**src/rtl/chg_pkg.sv**
```systemverilog
// Shared types for the charge phase controller.
// Assumes: phase codes are consumed by an external pulse modulator.
package chg_pkg;
    typedef enum logic [2:0] {
        PH_QUALIFY = 3'd0,
        PH_FAST    = 3'd1,
        PH_TOPOFF  = 3'd2,
        PH_TRICKLE = 3'd3,
        PH_SLEEP   = 3'd4
    } phase_e;

    localparam logic [1:0] TM_LOW = 2'b00;
    localparam logic [1:0] TM_MID = 2'b01;
endpackage

```
**src/rtl/chg_tick_div.sv**
```systemverilog
// Divides timebase ticks into one-second strobes.
// Assumes: tick is a single-cycle pulse; clr restarts the second in progress.
module chg_tick_div #(
    parameter int TICK_DIV = 1000
) (
    input  logic clk,
    input  logic rst_n,
    input  logic clr,
    input  logic run,
    input  logic tick,
    output logic sec
);
    localparam int DIV_W = (TICK_DIV > 1) ? $clog2(TICK_DIV) : 1;
    localparam logic [DIV_W-1:0] LAST = DIV_W'(TICK_DIV - 1);

    logic [DIV_W-1:0] cnt;

    assign sec = run && tick && (cnt == LAST);

    // Count ticks while running; wrap on each completed second.
    always_ff @(posedge clk) begin
        if (!rst_n || clr)   cnt <= '0;
        else if (run && tick) cnt <= sec ? '0 : cnt + 1'b1;
    end

    p_div_range_r4: assert property (@(posedge clk) disable iff (!rst_n)
        cnt <= LAST);
    p_div_hold_r8: assert property (@(posedge clk) disable iff (!rst_n)
        (!run && !clr) |=> $stable(cnt));
endmodule

```
**src/rtl/chg_safety_timer.sv**
```systemverilog
// Elapsed-seconds counter with a rate-selected limit and hold-off window.
// Assumes: tm_sel is stable for the duration of a phase.
module chg_safety_timer #(
    parameter int LIM_LO   = 4800,
    parameter int LIM_MID  = 9600,
    parameter int LIM_HI   = 2400,
    parameter int HOLD_LO  = 300,
    parameter int HOLD_MID = 600,
    parameter int HOLD_HI  = 150
) (
    input  logic       clk,
    input  logic       rst_n,
    input  logic       clr,
    input  logic       run,
    input  logic       sec,
    input  logic [1:0] tm_sel,
    output logic       expired,
    output logic       in_hold
);
    import chg_pkg::*;

    localparam int CNT_W = $clog2(LIM_LO + LIM_MID + LIM_HI + 2);

    logic [CNT_W-1:0] elapsed;
    logic [CNT_W-1:0] lim;
    logic [CNT_W-1:0] hold;

    // Select the limit and hold-off length for the rate in use.
    always_comb begin
        case (tm_sel)
            TM_LOW:  begin lim = CNT_W'(LIM_LO);  hold = CNT_W'(HOLD_LO);  end
            TM_MID:  begin lim = CNT_W'(LIM_MID); hold = CNT_W'(HOLD_MID); end
            default: begin lim = CNT_W'(LIM_HI);  hold = CNT_W'(HOLD_HI);  end
        endcase
    end

    assign expired = (elapsed >= lim);
    assign in_hold = (elapsed < hold);

    // Count whole seconds; saturate rather than wrap.
    always_ff @(posedge clk) begin
        if (!rst_n || clr)                     elapsed <= '0;
        else if (run && sec && (elapsed != '1)) elapsed <= elapsed + 1'b1;
    end

    p_no_overflow_r4: assert property (@(posedge clk) disable iff (!rst_n)
        !clr |=> elapsed >= $past(elapsed));
    p_freeze_count_r8: assert property (@(posedge clk) disable iff (!rst_n)
        (!run && !clr) |=> $stable(elapsed));
endmodule

```
**src/rtl/charge_sequencer.sv**
```systemverilog
// Charge cycle sequencer: qualify, fast, optional top-off, trickle, sleep.
// Assumes: all flags are synchronous to clk; analog sensing is external.
module charge_sequencer #(
    parameter int TICK_DIV = 1000,
    parameter int LIM_LO   = 4800,
    parameter int LIM_MID  = 9600,
    parameter int LIM_HI   = 2400,
    parameter int HOLD_LO  = 300,
    parameter int HOLD_MID = 600,
    parameter int HOLD_HI  = 150
) (
    input  logic       clk,
    input  logic       rst_n,
    input  logic       tick,
    input  logic [1:0] tm_sel,
    input  logic       cell_hi,
    input  logic       temp_cold,
    input  logic       bat_pd,
    input  logic       slope_evt,
    input  logic       inhibit,
    output logic [2:0] phase_code,
    output logic       cc_hiz,
    output logic       led_hiz
);
    import chg_pkg::*;

    phase_e state_q, state_d, shown;
    logic   cell_hi_q, new_cycle, run, clr, sec, expired, in_hold;
    logic   tm_high, fast_end, top_end;

    assign new_cycle = cell_hi_q && !cell_hi;
    assign run       = ((state_q == PH_FAST) || (state_q == PH_TOPOFF)) && !inhibit && !bat_pd;
    assign clr       = (state_d != state_q);
    assign tm_high   = tm_sel[1];
    assign fast_end  = cell_hi || temp_cold || expired || (slope_evt && !in_hold);
    assign top_end   = cell_hi || temp_cold || expired;

    chg_tick_div #(.TICK_DIV(TICK_DIV)) u_div (
        .clk(clk), .rst_n(rst_n), .clr(clr), .run(run), .tick(tick), .sec(sec)
    );

    chg_safety_timer #(
        .LIM_LO(LIM_LO), .LIM_MID(LIM_MID), .LIM_HI(LIM_HI),
        .HOLD_LO(HOLD_LO), .HOLD_MID(HOLD_MID), .HOLD_HI(HOLD_HI)
    ) u_tmr (
        .clk(clk), .rst_n(rst_n), .clr(clr), .run(run), .sec(sec),
        .tm_sel(tm_sel), .expired(expired), .in_hold(in_hold)
    );

    // Next phase: sleep, then new cycle, then wake, then hold, then normal flow.
    always_comb begin
        state_d = state_q;
        if (bat_pd)                    state_d = PH_SLEEP;
        else if (new_cycle)            state_d = PH_QUALIFY;
        else if (state_q == PH_SLEEP)  state_d = PH_TRICKLE;
        else if (!inhibit) begin
            case (state_q)
                PH_QUALIFY: state_d = (!cell_hi && !temp_cold) ? PH_FAST : PH_TRICKLE;
                PH_FAST:    if (fast_end)
                                state_d = (!tm_high && !cell_hi && !temp_cold) ? PH_TOPOFF : PH_TRICKLE;
                PH_TOPOFF:  if (top_end) state_d = PH_TRICKLE;
                default:    state_d = state_q;
            endcase
        end
    end

    // Phase register and insertion-edge history.
    always_ff @(posedge clk) begin
        if (!rst_n) begin
            state_q   <= PH_QUALIFY;
            cell_hi_q <= 1'b0;
        end else begin
            state_q   <= state_d;
            cell_hi_q <= cell_hi;
        end
    end

    // Shown phase: sleep at once; a held active phase reads as trickle.
    always_comb begin
        if (bat_pd)                       shown = PH_SLEEP;
        else if (inhibit && (state_q != PH_SLEEP)) shown = PH_TRICKLE;
        else                              shown = state_q;
    end

    assign phase_code = shown;
    assign cc_hiz     = (shown == PH_FAST) || (shown == PH_SLEEP);
    assign led_hiz    = bat_pd || (state_q != PH_FAST);

    p_cycle_start_r1: assert property (@(posedge clk) disable iff (!rst_n)
        (new_cycle && !bat_pd) |=> state_q == PH_QUALIFY);
    p_qualify_once_r1: assert property (@(posedge clk) disable iff (!rst_n)
        (state_q == PH_QUALIFY && !inhibit && !bat_pd && !new_cycle) |=> state_q != PH_QUALIFY);
    p_no_topoff_high_r5: assert property (@(posedge clk) disable iff (!rst_n)
        (state_q == PH_FAST && tm_high) |=> state_q != PH_TOPOFF);
    p_hold_mask_r6: assert property (@(posedge clk) disable iff (!rst_n)
        (state_q == PH_FAST && in_hold && !cell_hi && !temp_cold && !expired
         && !inhibit && !bat_pd && !new_cycle) |=> state_q == PH_FAST);
    p_inhibit_hold_r8: assert property (@(posedge clk) disable iff (!rst_n)
        (inhibit && !bat_pd && !new_cycle && state_q != PH_SLEEP) |=> $stable(state_q));
    p_sleep_entry_r9: assert property (@(posedge clk) disable iff (!rst_n)
        bat_pd |=> state_q == PH_SLEEP);
    p_wake_trickle_r9: assert property (@(posedge clk) disable iff (!rst_n)
        (state_q == PH_SLEEP && !bat_pd && !new_cycle) |=> state_q == PH_TRICKLE);
endmodule

```
**config.mk**
```make
export PLATFORM = sky130hd
export DESIGN_NAME = charge_sequencer
export DESIGN_NICKNAME = d
export VERILOG_FILES = /design/src/rtl/chg_pkg.sv /design/src/rtl/chg_tick_div.sv /design/src/rtl/chg_safety_timer.sv /design/src/rtl/charge_sequencer.sv
export SDC_FILE = /design/constraint.sdc
export NUM_CORES = 1
export LEC_CHECK = 0
export BUFFER_PORTS_ARGS = -buffer_cell sky130_fd_sc_hd__buf_4
export CAP_MARGIN = 20
export CORE_UTILIZATION = 58
export DETAILED_ROUTE_END_ITERATION = 8
export PLACE_DENSITY = 0.87
export SYNTH_ARGS = -nofsm -noshare
export SYNTH_HDL_FRONTEND = slang
export SYNTH_HIERARCHICAL = 1
export SYNTH_SLANG_ARGS = --single-unit
```
**constraint.sdc**
```tcl
create_clock -name clk -period 10.3 [get_ports clk]
set_input_delay 2.06 -clock clk [delete_from_list [all_inputs] [get_ports clk]]
set_output_delay 2.06 -clock clk [all_outputs]
set_load 0.03 [all_outputs]
```
## Word-level counts from Yosys, hierarchy flattened

Cells that the tools add are included.

- Flip-flop bits (word level): 29
- Input bits: 10
- Output and inout port bits: 5
- Word-level logic and storage cells: 61

- Add/subtract/negate cells: 2
- $lt $le $gt $ge: 2
- Equality and inequality tests: 11
- Mux-type cells: 14
- Reduce and logical (&&, ||, !) cells: 28

Operators with widths:

| kind | count |
|---|---|
| 14-bit case mux with 2 select lines | 1 |
| 3-bit 2-to-1 mux | 8 |
| 10-bit case mux with 2 select lines | 1 |
| 15-bit by 1-bit adder with 15-bit output (second input constant) | 1 |
| 15-bit by 14-bit greater-or-equal comparator with 1-bit output | 1 |
| 15-bit by 10-bit < comparator with 1-bit output | 1 |
| 15-bit inequality test (second input constant) | 1 |
| 1-bit logical AND | 12 |
| 10-bit by 1-bit adder with 10-bit output (second input constant) | 1 |
| 10-bit equality test (second input constant) | 1 |
| 10-bit 2-to-1 mux | 1 |
| 3-bit case mux with 3 select lines | 1 |
| 1-bit logical NOT | 7 |
| 1-bit logical OR | 7 |
| 3-bit by 1-bit equality test with 1-bit output (second input constant) | 2 |
| 3-bit equality test (second input constant) | 2 |
| 3-bit by 2-bit equality test with 1-bit output (second input constant) | 1 |
| 3-bit logical NOT | 1 |
| 3-bit by 1-bit inequality test with 1-bit output (second input constant) | 1 |
| 3-bit inequality test | 1 |
| 3-bit inequality test (second input constant) | 1 |
| 2-bit by 1-bit equality test with 1-bit output (second input constant) | 1 |
| 2-bit logical NOT | 1 |
| 2-bit 2-to-1 mux | 1 |
| 1-bit 2-to-1 mux | 1 |

## Depth between registers and ports, before layout

- Word-level depth: 14
- Gate-level depth with buffers: 16

## Hierarchy

The synthesis kept the hierarchy.

By module, submodules not included:

| module | instances | cells an instance | area an instance (um^2) |
|---|---|---|---|
| chg_safety_timer | 1 | 145 | 1,224.9 |
| chg_tick_div | 1 | 58 | 506.7 |
| charge_sequencer | 1 | 52 | 394.1 |

## Worst setup path after synthesis

Ideal clock, no wire load.

- Path kind: in2reg
- From: input tm_sel[0]
- To: register u_tmr.elapsed[2]
- Arrival: 5.345 ns
- Required time: 10.240 ns
- Path slack: 4.895 ns
- Cell stages on the path: 13
- Buffers on the path: 0
- Cells stage by stage: or2_2 ha_1 a31o_2 a211oi_1 o21ai_0 nor4b_1 o311ai_1 a31o_1 a2111oi_0 nor2_1 or2b_2 or4_2 nand2_1

- Elaborated cells between the ends (all ways): 19

RTL lines:

| item | line | source |
|---|---|---|
| start: declaration | charge_sequencer.sv:15 | `input logic [1:0] tm_sel,` |
| 2-bit by 1-bit equality test with 1-bit output / 2-bit logical NOT (equally long branches) | chg_safety_timer.sv:30 | `case (tm_sel)` |
| 14-bit case mux with 2 select lines (*) | chg_safety_timer.sv:30 |  |
| 15-bit by 14-bit greater-or-equal comparator with 1-bit output (*) | chg_safety_timer.sv:37 | `assign expired = (elapsed >= lim);` |
| via expired | charge_sequencer.sv:28 | `logic cell_hi_q, new_cycle, run, clr, sec, expired, in_hold;` |
| 1-bit logical OR (*) | charge_sequencer.sv:35, charge_sequencer.sv:36 |  |
| 1-bit logical OR | charge_sequencer.sv:35 | `assign fast_end = cell_hi \|\| temp_cold \|\| expired \|\| (slope_evt && !in_hold);` |
| 3-bit 2-to-1 mux | charge_sequencer.sv:59 | `PH_FAST: if (fast_end)` |
| 3-bit case mux with 3 select lines (*) | charge_sequencer.sv:57 | `case (state_q)` |
| 3-bit 2-to-1 mux (*) | charge_sequencer.sv:56 | `else if (!inhibit) begin` |
| 3-bit 2-to-1 mux (*) | charge_sequencer.sv:55 | `else if (state_q == PH_SLEEP) state_d = PH_TRICKLE;` |
| 3-bit 2-to-1 mux (*) | charge_sequencer.sv:54 | `else if (new_cycle) state_d = PH_QUALIFY;` |
| 3-bit 2-to-1 mux (*) | charge_sequencer.sv:53 | `if (bat_pd) state_d = PH_SLEEP;` |
| 3-bit inequality test (*) | charge_sequencer.sv:33 | `assign clr = (state_d != state_q);` |
| via clr | charge_sequencer.sv:28 |  |
| 1-bit logical OR (*) | chg_safety_timer.sv:42 | `if (!rst_n \|\| clr) elapsed <= '0;` |
| end signal: assignment | chg_safety_timer.sv:43 | `else if (run && sec && (elapsed != '1)) elapsed <= elapsed + 1'b1;` |
| end: declaration | chg_safety_timer.sv:24 | `logic [CNT_W-1:0] elapsed;` |

The timed path passes the listed nets; every way through them passes the cells marked *.
A chain may end at the register's enable or synchronous reset.

## Final worst setup path

- From: input tm_sel[1]
- To: register u_tmr.elapsed[2]

The elaborated chain is that of the path after synthesis.

==> impl_metrics.py <==
metrics = {
    "sta": {
        "rsz0062_at_grt": "no",
        "max-slew-margin-rel_pct": 49.5,
        "finalCriticalPeriod_ns": 5.55,
        "hold_viol": 0,
        "fin_crit_sh_pct": 53.9,
        "setup_viol": 0,
        "finalMaxSlewViolations": 0,
        "worstMarginPinSlew_ns": 0.751,
        "fmax_ghz": 0.180,
        "fin_skew_ns": 0.0128,
        "setup-tns-final_ns": 0,
    },
    "detailed_routing": {
        "top_layer": "met4",
        "avgRoutedWirePerCell_um": 13.8,
        "met2_length_mm": 1.93,
        "drt_iter0_drc": 119,
        "post-route-drc-count": 0,
        "wirelength_mm": 4.33,
        "ant_nets": 0,
        "wl_met3_um": 256,
        "dr.pass1.iters": 4,
        "num_vias": 1910,
        "m1WireLength_mm": 2.08,
        "via_per_inst": 6.08,
    },
    "global_route": {
        "grt_pass1_vias": 1751,
        "grtUsageTotal_pct": 23.7,
        "grt_start_max_net_pins": 16,
        "grt-ovfl-total": 0,
        "grt_pass1_wl_mm": 7.53,
        "antenna_found_initial": 0,
    },
    "power": {
        "total_power_mw": 0.241,
        "p_int_mw": 0.184,
        "combPwrFrac_pct": 12.7,
        "p_leak_nw": 0.861,
        "power_density_nw_per_um2": 105,
        "seq_power_share_pct": 47.7,
        "clockPowerShare_pct": 39.6,
        "p_switching_mw": 0.0573,
        "swShare_pct": 23.8,
        "peakVddDrop_mv": 0.0934,
    },
    "die": {
        "die_area_um2": 3910,
        "start_util_pct": 62.2,
        "io_pins": 15,
        "die_w_um": 62.5,
        "dieHeight_um": 62.5,
        "core_area_um2": 3420,
        "num_rows": 21,
    },
    "cts": {
        "clkLatencyLatePin_ns": 0.33,
        "cts_setup_buffers": 0,
        "cts_root_buffer": "clkbuf_4",
        "path_clk_slew_ns": 0.09,
        "numCtsBuffers": 5,
        "clockBufferDepth": 2,
        "cts_tree": "built",
        "hold_buffers": 0,
        "cts-htree-levels": 2,
        "ctsResizeCount": 0,
        "clock_sink_count": 29,
    },
    "setup_path": {
        "worstSetupStartpointType": "input port",
        "cp_data_arrival_time_ns": 5.82,
        "critPathCaptureType": "flip-flop",
        "crit_type": "input port to flip-flop",
        "critPathRequiredTime_ns": 10.57,
        "crit_fanout": 14,
    },
    "synthesis": {
        "synth_top_cell_area_share_pct": 27.3,
        "synth.most_common_cell": "dfxtp_1",
        "synth-seq-cells": 29,
        "syn-instance-count": 255,
        "synth_compound_area_share_pct": 23.0,
        "synthMuxAreaShare_pct": 0.471,
        "synth_area_per_cell_um2": 8.34,
        "synth_area_um2": 2130,
        "yosys.area_share.simple_pct": 31.6,
        "synth_edf_count": 0,
        "synth_cell_types": 65,
        "seq_area_frac_synth_pct": 27.3,
        "synth-xor-area-share_pct": 1.65,
        "yosysTopAreaCell": "dfxtp_1",
        "synthesis.nets": 284,
        "synth_fa_ha_area_share_pct": 11.2,
        "synthTopCellsByCount": "dfxtp_1, a21oi_1, ha_1, nand2_1, nor2_1",
        "synth_top_family_by_area": "simple AND/OR/NAND/NOR gates",
        "synthArstFlopShare_pct": 0,
        "ys.flop_type": "dfxtp_1",
        "yosys-top-cells-area": "dfxtp_1, ha_1, a21oi_1",
        "ys_warn_count": 6,
    },
    "layout": {
        "utilization_pct": 67.5,
        "final_layout_size_suffix_gt1_share_pct": 14.9,
        "final_net_count": 296,
        "diodes": 0,
        "syn_to_final_growth_pct": 8.48,
        "nFillCells": 297,
    },
    "status": {
        "status": "finished, final reports clean",
    },
    "placement": {
        "place_congestion": 0.869,
        "place_hpwl_mm": 3.25,
        "portBuffers": 14,
    },
    "worst_hold_path": {
        "hold_class": "flip-flop to flip-flop",
    },
    "job": {
        "max_cap_violations": 0,
    },
}
cell usage in the layout (no fill, tap or decap), types with 3 or more instances in the layout:
cell type / n
o31ai_1: 8
nand3_1: 14
a21oi_1: 20
nor2_1: 16
a31oi_1: 3
and2_1: 3
o211ai_1: 3
dfxtp_1: 29
inv_1: 9
o21ai_0: 15
a211oi_1: 3
or3_1: 6
ha_1: 19
nor2b_1: 7
or4_1: 7
nor3_1: 9
nand4_1: 6
clkbuf_4: 5
nand2_1: 16
buf_4: 14
power groups by stage:
stage	combinational, mW	clock, mW	sequential [mW]
after floorplan	0.0232	0	0.116
after global placement	0.0298	0	0.118
after detailed placement	0.0305	0	0.118
after CTS	0.0306	0.0985	0.115
after global routing	0.0341	0.102	0.115
final	0.0306	0.0954	0.115
logic make-up (layout without fill, tap and decap cells):
kind of cell | count (synthesis) | count (layout)
compound gates | 73 | 73
xor+xnor | 4 | 4
fa+ha+maj | 19 | 19
buf+inv | 18 | 31
flops | 29 | 29
mux | 1 | 1
simple gates | 111 | 111
flip-flops by register name, indices dropped and copies added (netlist names):
signal and flops:
u_div/cnt 10, u_tmr/elapsed 15, cell_hi_q 1, state_q 3
final timing paths:
kind / start / to / slack [ns] / cells after the start
setup / recovery: tm_sel[1] / u_tmr/elapsed[2] / 4.75 / 14
hold / removal: u_div/cnt[9] / u_div/cnt[9] / 0.49 / 2
setup reg to reg: u_tmr/elapsed[12] / u_tmr/elapsed[2] / 6.59 / 12
hold reg to reg: u_div/cnt[9] / u_div/cnt[9] / 0.49 / 2
stage by stage:
step           cells  instance area, µm²  setup slack [ns]  hold WS (ns)
3_3_place_gp     306                2220              4.53         0.457
5_1_grt          314                2310              4.42         0.517
3_5_place_dp     306                2220              4.42         0.475
2_1_floorplan    255                2130              4.90         0.446
6_report         314                2310              4.75         0.493
4_1_cts          314                2310              4.77         0.489
critical path, stage by stage:
cell       delay (ns)
buf_4            0.14
or2_2            0.33
ha_1             0.31
a31o_2           0.26
a211oi_1         0.21
o21ai_0          0.16
nor4b_1          0.28
o311ai_1         0.13
a31o_1           0.23
a2111oi_0        0.38
nor2_1           0.16
or2b_2           0.43
or4_2            0.66
nand2_1          0.08
layer usage:
| layer | global-route usage [%] | up-vias |
|---|---|---|
| li1 | - | 996 |
| met1 | 30.3 | 845 |
| met2 | 39.1 | 58 |
| met3 | 5.29 | 11 |
| met4 | 7.85 | 0 |
| met5 | 0 | - |
final cells by class:
type | instances | area [µm²] | share of cell area [%]
Clock buffer | 7 | 55.1 | 2.39
Tap cell | 46 | 57.6 | 2.50
Timing Repair Buffer | 14 | 105 | 4.56
Inverter | 9 | 33.8 | 1.47
Multi-Input combinational cell | 208 | 1440 | 62.6
Sequential cell | 29 | 581 | 25.2
Clock inverter | 1 | 30.0 | 1.30
Note: power is estimated with default switching activity, not from simulation.
